==> config.mk <==
export PLATFORM = sky130hd
export DESIGN_NAME = csd_add_top
export DESIGN_NICKNAME = d
export VERILOG_FILES = /design/src/rtl/csd_add_pkg.sv /design/src/rtl/csd_negate.sv /design/src/rtl/csd_canon_check.sv /design/src/rtl/csd_window_cell.sv /design/src/rtl/csd_add_top.sv
export SDC_FILE = /design/constraint.sdc
export NUM_CORES = 1
export LEC_CHECK = 0
export ABC_AREA = 0
export BUFFER_PORTS_ARGS = -buffer_cell sky130_fd_sc_hd__buf_2
export CAP_MARGIN = 20
export CELL_PAD_IN_SITES_DETAIL_PLACEMENT = 0
export CELL_PAD_IN_SITES_GLOBAL_PLACEMENT = 1
export CORE_UTILIZATION = 34
export DETAILED_ROUTE_END_ITERATION = 6
export PLACE_DENSITY = 0.74
export SLEW_MARGIN = 20
export SYNTH_ARGS = -nofsm -noshare
export SYNTH_HDL_FRONTEND = slang
export SYNTH_HIERARCHICAL = 1
export SYNTH_SLANG_ARGS = --single-unit
==> constraint.sdc <==
create_clock -name clk -period 1.62 [get_ports clk]
set_input_delay 0.243 -clock clk [delete_from_list [all_inputs] [get_ports clk]]
set_output_delay 0.243 -clock clk [all_outputs]
set_load 0.01 [all_outputs]
==> src/rtl/csd_add_pkg.sv <==
package csd_add_pkg;

    typedef logic [1:0] dcode_t;

    localparam dcode_t D_ZERO = 2'b00;
    localparam dcode_t D_POS  = 2'b01;
    localparam dcode_t D_NEG  = 2'b11;

    // Swap +1 and -1; zero (and the unused code) maps to zero.
    function automatic dcode_t dneg(dcode_t c);
        return {c[0] & ~c[1], c[0]};
    endfunction

    function automatic logic is_nz(dcode_t c);
        return (c == D_POS) || (c == D_NEG);
    endfunction

endpackage

==> src/rtl/csd_negate.sv <==
module csd_negate
    import csd_add_pkg::*;
#(
    parameter int N = 8
) (
    input  logic [2*N-1:0] din,
    input  logic           en,
    output logic [2*N-1:0] dout
);
    for (genvar i = 0; i < N; i++) begin : g_dig
        dcode_t d_in;
        dcode_t d_out;

        assign d_in            = din[2*i +: 2];
        assign d_out           = en ? dneg(d_in) : d_in;
        assign dout[2*i +: 2]  = d_out;

        always_comb begin
            if (en && is_nz(d_in)) begin
                assert_neg_flips_R4: assert (is_nz(d_out) && (d_out != d_in));
            end
        end
    end
endmodule

==> src/rtl/csd_canon_check.sv <==
module csd_canon_check
    import csd_add_pkg::*;
#(
    parameter int N = 8
) (
    input  logic [2*N-1:0] din,
    output logic           bad
);
    localparam int NPAIR = N - 1;

    logic [N-1:0]     illegal;
    logic [NPAIR-1:0] adjacent;

    for (genvar i = 0; i < N; i++) begin : g_ill
        assign illegal[i] = (din[2*i +: 2] == 2'b10);
    end

    for (genvar i = 0; i < NPAIR; i++) begin : g_adj
        assign adjacent[i] = is_nz(din[2*i +: 2]) && is_nz(din[2*(i+1) +: 2]);
    end

    assign bad = (|illegal) || (|adjacent);
endmodule

==> src/rtl/csd_window_cell.sv <==
module csd_window_cell
    import csd_add_pkg::*;
(
    input  dcode_t q_cur,
    input  dcode_t r_cur,
    input  dcode_t q_low,
    input  dcode_t r_low,
    output dcode_t z
);
    logic pos;
    logic neg;

    always_comb begin
        pos = ((q_cur == D_ZERO) && (r_cur == D_POS)  && (r_low == D_ZERO))
           || ((q_cur == D_POS)  && (r_cur == D_ZERO) && (q_low == D_ZERO))
           || ((q_cur == D_ZERO) && (r_cur == D_ZERO) && (q_low == D_POS) && (r_low == D_POS));
        neg = ((q_cur == D_ZERO) && (r_cur == D_NEG)  && (r_low == D_ZERO))
           || ((q_cur == D_NEG)  && (r_cur == D_ZERO) && (q_low == D_ZERO))
           || ((q_cur == D_ZERO) && (r_cur == D_ZERO) && (q_low == D_NEG) && (r_low == D_NEG));
        if (pos)      z = D_POS;
        else if (neg) z = D_NEG;
        else          z = D_ZERO;
        assert_window_exclusive_R2: assert (!(pos && neg));
    end
endmodule

==> src/rtl/csd_add_top.sv <==
module csd_add_top
    import csd_add_pkg::*;
#(
    parameter int N = 8
) (
    input  logic               clk,
    input  logic               rst_n,
    input  logic               in_valid,
    input  logic               op_sub,
    input  logic [2*N-1:0]     q_dig,
    input  logic [2*N-1:0]     r_dig,
    output logic               out_valid,
    output logic [2*(N+1)-1:0] sum_dig,
    output logic               non_canon
);
    localparam int ND   = N + 1;
    localparam int SW   = 2 * ND;
    localparam int PADW = 2 * (N + 2);

    typedef struct packed {
        logic          vld;
        logic [SW-1:0] sum;
        logic          err;
    } state_t;

    state_t st_d, st_q;

    logic [2*N-1:0]  r_eff;
    logic            q_bad, r_bad;
    logic [PADW-1:0] q_pad, r_pad;
    logic [SW-1:0]   sum_w;

    csd_negate #(.N(N)) u_neg (
        .din (r_dig),
        .en  (op_sub),
        .dout(r_eff)
    );

    csd_canon_check #(.N(N)) u_chk_q (.din(q_dig), .bad(q_bad));
    csd_canon_check #(.N(N)) u_chk_r (.din(r_dig), .bad(r_bad));

    // Zero digit below position 0 and above position N-1.
    assign q_pad = {2'b00, q_dig, 2'b00};
    assign r_pad = {2'b00, r_eff, 2'b00};

    for (genvar i = 0; i < ND; i++) begin : g_cell
        csd_window_cell u_cell (
            .q_cur(q_pad[2*(i+1) +: 2]),
            .r_cur(r_pad[2*(i+1) +: 2]),
            .q_low(q_pad[2*i +: 2]),
            .r_low(r_pad[2*i +: 2]),
            .z    (sum_w[2*i +: 2])
        );
    end

    always_comb begin
        st_d     = st_q;
        st_d.vld = in_valid;
        if (in_valid) begin
            st_d.sum = sum_w;
            st_d.err = q_bad || r_bad;
        end
    end

    always_ff @(posedge clk) begin
        if (!rst_n) st_q <= '0;
        else        st_q <= st_d;
    end

    assign out_valid = st_q.vld;
    assign sum_dig   = st_q.sum;
    assign non_canon = st_q.err;

    assert_valid_rise_R5: assert property (@(posedge clk) disable iff (!rst_n)
        in_valid |=> out_valid);
    assert_valid_drop_R5: assert property (@(posedge clk) disable iff (!rst_n)
        !in_valid |=> !out_valid);
    assert_hold_R6: assert property (@(posedge clk) disable iff (!rst_n)
        !in_valid |=> ($stable(sum_dig) && $stable(non_canon)));
    assert_zero_operands_R3: assert property (@(posedge clk) disable iff (!rst_n)
        (in_valid && (q_dig == '0) && (r_dig == '0)) |=> ((sum_dig == '0) && !non_canon));
endmodule

# Yosys cells after proc, flatten, opt, wreduce, memory -nomap -nowiden
# Index checks and enable logic that the tools add are counted.
# totals
ff_bits	20
latchBits	0
ramBits	0
rom_bits	0
in_bits	36
n_memories	0
# op_classes
addsub	0
multipliers	0
div_mod_pow	0
n_lt_le_gt_ge	0
n_eq_ne	64
n_shift	0
muxes	26
n_bitwise	16
n_reduce_logical	180
# op_table
operator	n
$logic_and 1x1->1	111
$eq 2x2->1 const B	40
$mux 2	26
$logic_or 1x1->1	49
$eq 2x1->1 const B	24
$logic_not 2->1	16
$reduce_or 8->1	2
$reduce_or 7->1	2
$and 1x1->1	8
$not 1->1	8

# Depth between registers and ports, before layout
# depth
depth_word	10
depth_mapped	9

# Modules after synthesis
# The synthesis kept the hierarchy.
# by_module_without_submodules
module	n_inst	cells_each	area_per_inst_um2	seq_area_each_um2
csd_window_cell	9	13	90.1	0.0
csd_add_top	1	65	747.0	400.4
csd_negate	1	28	216.5	0.0
csd_canon_check	2	16	97.6	0.0

# Least setup slack after synthesis
# Ideal clock, no wire load.
# synth_timing
path_kind	input port to flip-flop
start	in op_sub
end	reg st_q, in the netlist sum_dig[3]
setup_ns	0.065
arrival_time_ns	1.475
path_slack_ns	0.079
cell_stages	8
path_cell_list	buf_6 -> buf_8 -> nand3b_2 -> o21ai_2 -> or4_4 -> o211ai_2 -> mux2i_1 -> nor2b_1
# synth_via
elab_chain_cells	8
elab_cells_between_ends	27
# synth_lines
item	line	rtl
start, declared	csd_add_top.sv:9	input logic op_sub,
$mux 2 (*)	csd_negate.sv:15	assign d_out = en ? dneg(d_in) : d_in;
via r_eff[3]	csd_add_top.sv:28	logic [2*N-1:0] r_eff;
$eq 2x2->1 or $logic_not 2->1 (tied branches)	--	
$logic_and 1x1->1 (on tied branches)	--	
$logic_and 1x1->1 (on tied branches)	csd_window_cell.sv:17, csd_window_cell.sv:18, csd_window_cell.sv:19	
$logic_or 1x1->1 or $logic_and 1x1->1 (tied branches)	csd_window_cell.sv:18, csd_window_cell.sv:19	
$logic_or 1x1->1	csd_window_cell.sv:19	|| ((q_cur == D_ZERO) && (r_cur == D_ZERO) && (q_low == D_NEG) && (r_low == D_NEG));
$mux 2	csd_window_cell.sv:21	else if (neg) z = D_NEG;
$mux 2 (*)	csd_window_cell.sv:20	if (pos) z = D_POS;
via sum_w[3]	csd_add_top.sv:31	logic [SW-1:0] sum_w;
end signal, assigned	csd_add_top.sv:67	else st_q <= st_d;
end, declared	csd_add_top.sv:26	state_t st_d, st_q;
# Mark *: on every way through the listed nets, which the timed path passes. The rest lies on a longest branch.
# A chain may end at the register's enable or synchronous reset.

# Worst setup path in the final report
# layout_timing
start	in op_sub
end	reg st_q, in the netlist sum_dig[7]
# Same word-level chain as after synthesis.

==> results.md <==
* R2R depth at 2
* Setup Skew at 0 ns
* Clk buf depth at 2
* P_int at ~1 mW
* Final Cycle Share at slightly below 90%
* H-tree depth at 1
* Detail Route met3 WL at approximately 260 um
* Commonest non-fill, non-tap cells in the layout: buf_2, nand3_1, mux2i_1
* Die width at 78.1 um
* Critical Path RT at 1.82 ns
* Max-slew violation count at 0
* Fmax at approximately 0.71 GHz
* Post-synthesis sequential area ratio at around 20%
* Power Density at roughly 570 mW/mm2
* Ports at between 50 and 60
* Pleak at 1.22 nW
* Most frequent CP cell: mux2i_1
* Clk pin slew, worst setup/hold paths at about 0.080 ns
* First-pass GRT wire length at approximately 8500 um
* DRC viols at 0
* Grt total ovfl at 0
* Antenna fix cells at 0
* Design Power at about 1.4 mW
* Drt first pass iters at 4
* Setup Fix Bufs, Post-CTS at 0
* Min-delay worst type: in2reg
* Vias at roughly 2000
* WL/cell at about 13 um
* Crit path kind: in2reg
* Commonest non-fill, non-tap cell in the layout: buf_2
* Hpwl dp at approximately 4000 um
* Sw frac at approximately 29%
* Share of layout cells above drive strength 1 at between 30% and 40%
* Status: completed
* Reg2reg start: non_canon
* Leading area contributor after synthesis: dfxtp_1
* Syn_area_per_cell at around 8.1 um2
* Crit path largest cell delay at between 0.5 and 0.6 ns
* Hold_buf cts at 0
* RSZ-0062 raised after global routing: no
* Largest net degree at the start of global routing at 21
* Sequential share of power at a little over a third
* Die area at 0.00610 mm2
* #FFs+latches synth at 20
* Vias in the first global route at 1810
* Post-Syn Area at about 0.002 mm2
* Mapped Cells at 242
* Worst setup SP type: primary input
* Synth Warn # at 6
* Antenna Nets Post-Route at 0
* Critical Path, Cell by Cell: buf_2 -> mux2i_1 -> or4_4 -> o211ai_2 -> mux2i_1 -> nor2b_1
* Routed wl met2 at 2230 um
* Initial Utilization at roughly 36%
* Num Clock Sinks at 20
* Routed WL at 5070 um
* Synth top area share at approximately a fifth
* Slowest-stage cell, CP: or4_4
* PostCTS Resize Cnt at 0
* CP Capture Type: flop
* PortBufs at 55
* DR vias/cell at roughly 4.9
* CTS root buf: clkbuf_8
* CP arrival at approximately 1.6 ns
* Max IR drop VDD at roughly 350 uV
* Net Sw Power at slightly above 0.4 mW
* Gpl congestion at 0.823
* Rows at 27
* R2R Setup Slk at 1.00 ns
* Top post-synthesis cells by area: dfxtp_1, mux2i_1, nand3_1
* Combinational share of power at between 20% and 30%
* Core ar. at between 0.005 and 0.006 mm2
* Final design utilization at between 40 and 50%
* Max layer used: met4
* Min cycle time layout at ~1.4 ns
* Post-synthesis cell type count at 28
* Clock power share at a little over a third
* RR Endpoint: non_canon
* Metal-1 WL at 2570 um
* MaxCap Viol Count at 0
* Die Y-Extent at around 78 um
* Largest fanout on the critical path at 16
* Worst hold margin at 0.385 ns
* Total GRT Usage at between 10% and 20%
* CTS tree: yes
* Detailed Route Iter0 Violations at 65
* Crit path capture: sum_dig[7]
* Nets at between 300 and 400
* Final number of setup-violating endpoints at 0
* TritonCTS Buffers at 3
* Initial antenna violation count at 0
* Layout area overhead at 28.3%
* Clk Latency, worst-skew pair at roughly 0.26 ns
* Worst setup path start: op_sub
* Fillers at 578
* Hold Violations, Final at 0
[through the flow]
stage	setup TNS, ns	setup slack [ns]	std cells	cell area [um2]
6_report	0	0.206	399	2530
5_1_grt	0	0.0762	399	2530
4_1_cts	0	0.201	399	2530
3_5_place_dp	-0.408	-0.0874	395	2460
2_1_floorplan	0	0.0793	262	2040
3_3_place_gp	-0.232	-0.0565	395	2460
[sequential cells by signal, summed over array words and instances, names as in the netlist]
register,count
sum_dig,18
out_valid,1
non_canon,1
[layer usage]
| metal | GRT usage, % | up-vias |
|---|---|---|
| met2 | 26.8 | 50 |
| li1 | - | 1023 |
| met5 | 0 | - |
| met3 | 4.07 | 2 |
| met1 | 23.7 | 886 |
| met4 | 3.89 | 0 |
[worst min path at each step]
stage               slack [ns]           to         from  cells past startpoint
floorplan                 0.42  sum_dig[15]     in_valid                      2
global route              0.39    out_valid     in_valid                      2
finish                    0.39    non_canon        rst_n                      3
global placement          0.49   sum_dig[8]   sum_dig[8]                      2
CTS                       0.39    out_valid     in_valid                      2
detailed placement        0.50  sum_dig[17]  sum_dig[17]                      2
[power by group through the flow]
stage	clock (mW)	combinational, mW	sequential [mW]
global route	0.559	0.451	0.509
detailed placement	0	0.408	0.519
CTS	0.536	0.410	0.508
floorplan	0	0.242	0.524
global placement	0	0.407	0.519
finish	0.518	0.410	0.508
[synth_stat cells]
master / number
a211oi_2: 2
a21oi_1: 3
and2_1: 1
and4bb_2: 9
buf_4: 8
buf_6: 3
buf_8: 1
clkbuf_1: 2
conb_1: 1
dfxtp_1: 20
inv_1: 21
mux2i_1: 26
nand2_1: 6
nand2b_1: 9
nand3_1: 27
nand3b_2: 2
nand4_1: 18
nor2_1: 23
nor2b_1: 18
nor3b_1: 2
o211ai_2: 9
o21ai_0: 3
o21ai_2: 2
o221ai_1: 4
o22ai_1: 2
or4_1: 2
or4_4: 9
xnor2_1: 9
[cells by family after synthesis]
group | count (synthesis) | share of synthesized area (%)
xor gates and xnor gates | 9 | 4.00
DFF | 20 | 20.3
AOI/OAI and AO/OA | 25 | 11.8
and+or+nand+nor | 126 | 40.5
muxes | 26 | 13.2
buffers and inverters | 35 | 9.91
other | 1 | 0.190
[critical path, delay by kind of cell]
family,cells,cell delay [ns]
buffers and inverters,1,0.26
AOI/OAI and AO/OA,1,0.16
and+or+nand+nor,2,0.68
muxes,2,0.27
[cell type report]
cell class                 instances  area, um2  share of cell area [%]
multi-input combinational        207       1450                    57.3
timing repair buffer              75        438                    17.3
sequential                        20        400                    15.8
tap                               72       90.1                    3.56
inverter                          21       78.8                    3.12
clock buffer                       3       41.3                    1.63
clock inverter                     1       30.0                    1.19
No activity file was read; power rests on OpenSTA's default activity.
